<file path="src/rtl/batt_guard_pkg.sv">
package batt_guard_pkg;

   // overdischarge sequencing: detect -> power-down -> wait for release
   typedef enum logic [1:0] {
      OD_CLEAR = 2'd0,
      OD_PWRDN = 2'd1,
      OD_WAIT  = 2'd2
   } odis_state_e;

   localparam int unsigned DEF_CELLS = 3;
   localparam int unsigned DEF_CNT_W = 20;

endpackage

</file>
<file path="src/rtl/guard_delay_timer.sv">
module guard_delay_timer #(
   parameter int unsigned CNT_W = batt_guard_pkg::DEF_CNT_W
) (
   input  logic             clk,
   input  logic             rst_n,
   input  logic             run,
   input  logic [CNT_W-1:0] limit,
   output logic             expire
);
   localparam logic [CNT_W-1:0] CNT_MAX = '1;
   localparam logic [CNT_W:0]   ONE_EXT = (CNT_W+1)'(1);

   logic [CNT_W-1:0] cnt_q;

   if (CNT_W < 2) begin : g_bad_width
      $error("guard_delay_timer: CNT_W must be at least 2");
   end

   // cnt_q holds the number of earlier consecutive edges with run high
   assign expire = run && (({1'b0, cnt_q} + ONE_EXT) >= {1'b0, limit});

   always_ff @(posedge clk) begin
      if (!rst_n) begin
         cnt_q <= '0;
      end else if (!run) begin
         cnt_q <= '0;
      end else if (cnt_q != CNT_MAX) begin
         cnt_q <= cnt_q + CNT_W'(1);
      end
   end

   AST_CNT_IDLE: assert property (@(posedge clk) disable iff (!rst_n)
      !run |=> (cnt_q == '0));

endmodule

</file>
<file path="src/rtl/guard_ovc_cell.sv">
module guard_ovc_cell #(
   parameter int unsigned CNT_W = batt_guard_pkg::DEF_CNT_W
) (
   input  logic             clk,
   input  logic             rst_n,
   input  logic             det_hi,
   input  logic             rel_hi,
   input  logic             dsg_seen,
   input  logic             chg_gone,
   input  logic [CNT_W-1:0] limit,
   output logic             latch_q,
   output logic             latch_nxt,
   output logic             cond_q
);
   logic run;
   logic expire;
   logic clr;
   logic cond_nxt;

   // counting stops once latched so a release re-arms a full delay
   assign run = det_hi & ~latch_q;

   guard_delay_timer #(.CNT_W(CNT_W)) u_timer (
      .clk    (clk),
      .rst_n  (rst_n),
      .run    (run),
      .limit  (limit),
      .expire (expire)
   );

   assign clr       = ~rel_hi | dsg_seen | chg_gone;
   assign latch_nxt = expire | (latch_q & ~clr);
   assign cond_nxt  = expire | (cond_q & rel_hi);

   always_ff @(posedge clk) begin
      if (!rst_n) begin
         latch_q <= 1'b0;
         cond_q  <= 1'b0;
      end else begin
         latch_q <= latch_nxt;
         cond_q  <= cond_nxt;
      end
   end

   AST_COND_HOLD: assert property (@(posedge clk) disable iff (!rst_n)
      (cond_q && rel_hi) |=> cond_q);
   AST_REL_LEVEL: assert property (@(posedge clk) disable iff (!rst_n)
      (latch_q && !rel_hi) |=> !latch_q);
   AST_DSG_RELEASE: assert property (@(posedge clk) disable iff (!rst_n)
      (latch_q && dsg_seen) |=> !latch_q);

endmodule

</file>
<file path="src/rtl/guard_odis_fsm.sv">
module guard_odis_fsm
   import batt_guard_pkg::*;
#(
   parameter int unsigned NCELL = DEF_CELLS,
   parameter int unsigned CNT_W = DEF_CNT_W
) (
   input  logic             clk,
   input  logic             rst_n,
   input  logic [NCELL-1:0] det_lo,
   input  logic [NCELL-1:0] rel_ok,
   input  logic             inhibit,
   input  logic             chg_seen,
   input  logic [CNT_W-1:0] limit,
   output logic             pwr_down,
   output logic             clear_nxt
);
   odis_state_e st_q, st_d;
   logic run;
   logic expire;

   assign run = (|det_lo) & ~inhibit & (st_q == OD_CLEAR);

   guard_delay_timer #(.CNT_W(CNT_W)) u_timer (
      .clk    (clk),
      .rst_n  (rst_n),
      .run    (run),
      .limit  (limit),
      .expire (expire)
   );

   always_comb begin
      st_d = st_q;
      unique case (st_q)
         OD_CLEAR: if (expire)    st_d = OD_PWRDN;
         OD_PWRDN: if (chg_seen)  st_d = OD_WAIT;
         OD_WAIT:  if (&rel_ok)   st_d = OD_CLEAR;
         default:                 st_d = OD_CLEAR;
      endcase
   end

   always_ff @(posedge clk) begin
      if (!rst_n) st_q <= OD_CLEAR;
      else        st_q <= st_d;
   end

   assign pwr_down  = (st_q == OD_PWRDN);
   assign clear_nxt = (st_d == OD_CLEAR);

   AST_PD_HOLD: assert property (@(posedge clk) disable iff (!rst_n)
      (st_q == OD_PWRDN && !chg_seen) |=> (st_q == OD_PWRDN));
   AST_NO_DETECT_INH: assert property (@(posedge clk) disable iff (!rst_n)
      (st_q == OD_CLEAR && inhibit) |=> (st_q != OD_PWRDN));
   AST_REL_NEEDS_ALL: assert property (@(posedge clk) disable iff (!rst_n)
      (st_q != OD_CLEAR && !(&rel_ok)) |=> (st_q != OD_CLEAR));

endmodule

</file>
<file path="src/rtl/batt_guard_ctrl.sv">
module batt_guard_ctrl
   import batt_guard_pkg::*;
#(
   parameter int unsigned NCELL       = DEF_CELLS,
   parameter int unsigned CNT_W       = DEF_CNT_W,
   parameter bit          CTL_REVERSE = 1'b0
) (
   input  logic             clk,
   input  logic             rst_n,
   input  logic [CNT_W-1:0] ovc_delay,
   input  logic [CNT_W-1:0] ovd_delay,
   input  logic [NCELL-1:0] ovc_det_hi,
   input  logic [NCELL-1:0] ovc_rel_hi,
   input  logic [NCELL-1:0] ovd_det_lo,
   input  logic [NCELL-1:0] ovd_rel_ok,
   input  logic             dsg_seen,
   input  logic             chg_seen,
   input  logic             ocur_trip,
   input  logic             ctl_in,
   input  logic             ovd_inhibit,
   output logic             chg_en,
   output logic             dsg_en,
   output logic [NCELL-1:0] cond_out,
   output logic             pwr_down
);
   logic             inh;
   logic             chg_prev_q;
   logic             chg_gone;
   logic [NCELL-1:0] ovc_latch;
   logic [NCELL-1:0] ovc_latch_nxt;
   logic             ovd_clear_nxt;

   if (NCELL < 1) begin : g_bad_cells
      $error("batt_guard_ctrl: NCELL must be at least 1");
   end

   // control-line sense
   if (CTL_REVERSE) begin : g_ctl_rev
      assign inh = ~ctl_in;
   end else begin : g_ctl_norm
      assign inh = ctl_in;
   end

   always_ff @(posedge clk) begin
      if (!rst_n) chg_prev_q <= 1'b0;
      else        chg_prev_q <= chg_seen;
   end
   assign chg_gone = chg_prev_q & ~chg_seen;

   for (genvar c = 0; c < NCELL; c++) begin : g_cell
      guard_ovc_cell #(.CNT_W(CNT_W)) u_ovc (
         .clk       (clk),
         .rst_n     (rst_n),
         .det_hi    (ovc_det_hi[c]),
         .rel_hi    (ovc_rel_hi[c]),
         .dsg_seen  (dsg_seen),
         .chg_gone  (chg_gone),
         .limit     (ovc_delay),
         .latch_q   (ovc_latch[c]),
         .latch_nxt (ovc_latch_nxt[c]),
         .cond_q    (cond_out[c])
      );
   end

   guard_odis_fsm #(.NCELL(NCELL), .CNT_W(CNT_W)) u_odis (
      .clk       (clk),
      .rst_n     (rst_n),
      .det_lo    (ovd_det_lo),
      .rel_ok    (ovd_rel_ok),
      .inhibit   (ovd_inhibit),
      .chg_seen  (chg_seen),
      .limit     (ovd_delay),
      .pwr_down  (pwr_down),
      .clear_nxt (ovd_clear_nxt)
   );

   always_ff @(posedge clk) begin
      if (!rst_n) begin
         chg_en <= 1'b0;
         dsg_en <= 1'b0;
      end else begin
         chg_en <= ~inh & ~ocur_trip & ~(|ovc_latch_nxt);
         dsg_en <= ~inh & ~ocur_trip & ovd_clear_nxt;
      end
   end

   AST_OCUR_OFF: assert property (@(posedge clk) disable iff (!rst_n)
      ocur_trip |=> (!chg_en && !dsg_en));
   AST_INH_OFF: assert property (@(posedge clk) disable iff (!rst_n)
      inh |=> (!chg_en && !dsg_en));
   AST_UNPLUG_CLEARS: assert property (@(posedge clk) disable iff (!rst_n)
      (chg_gone && !ocur_trip && !inh && !(|ovc_det_hi)) |=> chg_en);
   AST_RESET_QUIET: assert property (@(posedge clk)
      !rst_n |=> (!chg_en && !dsg_en && !pwr_down));

endmodule

</file>
<file path="config.mk">
export PLATFORM = sky130hd
export DESIGN_NAME = batt_guard_ctrl
export DESIGN_NICKNAME = d
export VERILOG_FILES = /design/src/rtl/batt_guard_pkg.sv /design/src/rtl/guard_delay_timer.sv /design/src/rtl/guard_ovc_cell.sv /design/src/rtl/guard_odis_fsm.sv /design/src/rtl/batt_guard_ctrl.sv
export SDC_FILE = /design/constraint.sdc
export NUM_CORES = 1
export LEC_CHECK = 0
export CORE_MARGIN = 2
export CORE_UTILIZATION = 40
export DETAILED_ROUTE_END_ITERATION = 7
export GPL_ROUTABILITY_DRIVEN = 0
export GPL_TIMING_DRIVEN = 0
export SKIP_CTS_REPAIR_TIMING = 1
export SLEW_MARGIN = 0
export SYNTH_ARGS = -nofsm -noshare
export SYNTH_HDL_FRONTEND = slang
export SYNTH_SLANG_ARGS = --single-unit
</file>
<file path="constraint.sdc">
create_clock -name clk -period 3.6 [get_ports clk]
set_input_delay 0.72 -clock clk [delete_from_list [all_inputs] [get_ports clk]]
set_output_delay 0.72 -clock clk [all_outputs]
set_load 0.05 [all_outputs]
</file>
==> impl_metrics.ini <==
[drt]
drc = 0
ant_nets = 0
wire_per_inst_um = 13.9
firstDrtPassIters = 5
vias = 5120
wl_met3_um = 617
post_drt_via_cell_ratio = 4.96
drt_iter0_drc = 236
wl_met1_um = 6940
wl_um = 14300
routed-wl-met2_um = 6590
top_layer = met4

[floorplan]
die-area_um2 = 16600
ios = 65
num_rows = 45
die_w_um = 129
fp.dieH_um = 129
start_util = 0.410
core_area_um2 = 15200

[placed_design]
place_area_um2 = 7110
portBuffers = 64
dp_worst_setup_slack_ns = 0.0267
hpwl_um = 11500

[cells_and_area]
drive_gt1_frac = 0.0722
final_cell_mix = inv_1, a21oi_1, dfxtp_1, ha_1, clkdlybuf4s50_1
final_area_um2 = 7430
syn_to_final_growth_pct = 19.2
fillers = 1487
nNetsFinal = 983
final_common_cell = inv_1
num_antenna_cells = 0

[power]
power_density_nw_per_um2 = 286
ir_worst_vdd_mv = 0.218
leakagePower_uw = 0.00374

[grt]
grt_max_degree = 16
grt_pass1_vias = 4934
grt_pass1_wl_um = 23700
grt_antenna_before_repair = 0
gr-usage-all-layers = 0.182
gr-total-overflow = 0

[critical_path]
path_class = reg -> reg
r2r-end = chg_en
cp.required_ns = 3.84
arrival_ns = 3.55
path_max_fanout = 5
cp-end-kind = flip-flop
reg2reg_depth = 14
crit_path_start_kind = flip-flop
r2r-start = g_cell[0].u_ovc.u_timer.cnt_q[0]
reg2reg_slack_ns = 0.29

[yosys]
yosysSeqAreaShare = 0.292
yosys.area.top_type = dfxtp_1
ys_warn_count = 0
ys_top_cells_by_area = dfxtp_1, ha_1, a21oi_1, inv_1, xnor2_1
syn_nets = 907
synth_cells = 764
synthArstFlopShare = 0
synthesis.area_um2 = 6240
postSynthAreaPerCell_um2 = 8.16
synth_top_area_frac = 0.292
ys_seq_elements = 91
synth_ff_type = dfxtp_1
synth_cell_types = 53
synth_edf_count = 0

[clock_tree]
tritoncts = built
cts_buffers = 9
clk_pin_slew_ns = 0.07
clk_latency_ns = 0.35
h-tree-depth = 3
numClockSinks = 91
cts_root_buf = clkbuf_16
ctsLongestPathBuffers = 2

[timing]
setup_viol = 0
fmax_mhz = 302
min_period_ns = 3.31
hold_violations = 0
rsz0062_at_grt = false
skew_ns = 0.00422
finalMaxSlewViolations = 0
finalCritPeriodShare = 0.918
fin_ws_ns = 0.294
fin_hold_ws_ns = 0.475
slew-limit-headroom = 0.621
tightest_slew_ns = 0.568

[worst_hold_path]
hold_path_end = g_cell[2].u_ovc.cond_q
hold_path.class = reg -> reg
hold_start = g_cell[2].u_ovc.cond_q
min_delay_path_depth = 2

[run]
max_cap_violations = 0

[run_status]
outcome = finished, final reports clean
-- synthesized netlist by cell type (3+ instances only) --
| cell type | n |
|---|---|
| xnor2_1 | 44 |
| ha_1 | 84 |
| mux2i_1 | 6 |
| nand3_1 | 45 |
| buf_4 | 3 |
| a21boi_0 | 4 |
| and2_1 | 10 |
| nand3_2 | 3 |
| nor3_1 | 4 |
| a21oi_1 | 91 |
| a21oi_2 | 5 |
| clkbuf_1 | 10 |
| buf_2 | 4 |
| and3_1 | 16 |
| buf_6 | 3 |
| nand4_1 | 22 |
| nand2b_1 | 3 |
| a211oi_1 | 3 |
| nand2_1 | 48 |
| inv_1 | 114 |
| dfxtp_1 | 91 |
| a21o_1 | 6 |
| o21ai_0 | 10 |
| xor2_1 | 32 |
| nor4_1 | 6 |
| and4_1 | 8 |
| nor2b_1 | 5 |
| nor2_1 | 44 |
| o21ai_1 | 6 |
-- cell families (layout without fill, tap and decap cells) --
family / after synthesis / count (layout) / synth area share
muxes: 6 / 6 / 0.00963
AOI/OAI and AO/OA: 143 / 143 / 0.133
adders and majority gates: 84 / 84 / 0.169
and+or+nand+nor: 230 / 230 / 0.203
buffers and inverters: 134 / 215 / 0.0869
DFF: 91 / 91 / 0.292
xor gates and xnor gates: 76 / 76 / 0.107
-- where the power goes --
group,internal [uW],switching (uW)
Clock,490,416
Sequential,1010,6.42
Combinational,103,99.8
-- metrics by stage --
stage | utilization | TNS [ns] | total power [uW] | instances
after floorplan | - | 0 | 1140 | 764
after global placement | 0.468 | -0.0137 | 1240 | 1016
after detailed placement | 0.468 | 0 | 1240 | 1016
after CTS | 0.486 | -0.000388 | 2150 | 1032
after global routing | 0.489 | 0 | 2210 | 1033
final | 0.489 | 0 | 2130 | 1033
-- worst max-delay path: stages, from the launching register on --
cell and delay (ns):
dfxtp_2 0.39, ha_2 0.23, nand4_1 0.17, nor2_2 0.20
and4_1 0.23, xnor2_1 0.18, inv_1 0.08, ha_1 0.32
a21oi_1 0.19, o21ai_0 0.11, a2111oi_0 0.39, a21oi_1 0.19
o21ai_2 0.19, nand2_1 0.09, nor4_1 0.26
-- metal layers --
layer / vias up / track usage
met2: 82 / 0.309
met4: 0 / 0.0396
met5: - / 0
met3: 12 / 0.0478
met1: 2269 / 0.232
li1: 2757 / -
-- sequential cells by signal (all words and copies together) (netlist names) --
register and flops:
g_cell.u_ovc.latch_q 3, g_cell.u_ovc.u_timer.cnt_q 60, u_odis.u_timer.cnt_q 20, u_odis.st_q 2, g_cell.u_ovc.cond_q 3, dsg_en 1
chg_prev_q 1, chg_en 1
-- worst max path at each step --
stage / start / endpoint / slack, ns / cells after the start
finish: g_cell[0].u_ovc.u_timer.cnt_q[0] / chg_en / 0.29 / 14
global route: g_cell[0].u_ovc.u_timer.cnt_q[1] / chg_en / 0.007 / 14
CTS: g_cell[0].u_ovc.u_timer.cnt_q[0] / chg_en / -0.0004 / 14
detailed placement: g_cell[0].u_ovc.u_timer.cnt_q[0] / chg_en / 0.03 / 14
global placement: g_cell[0].u_ovc.u_timer.cnt_q[0] / chg_en / -0.01 / 14
floorplan: g_cell[0].u_ovc.u_timer.cnt_q[0] / chg_en / 0.73 / 14
-- layout make-up --
type                    count  area [um^2]  area share
plain buffers              20          114      0.0153
clock buffers              11          243      0.0327
clock inverters             5         37.5     0.00505
inverters                 114          428      0.0576
multi-input cells         539         3900       0.525
flip-flops and latches     91         1820       0.245
well taps                 188          235      0.0316
repair buffers             65          648      0.0872
No activity file was read; power rests on OpenSTA's default activity.
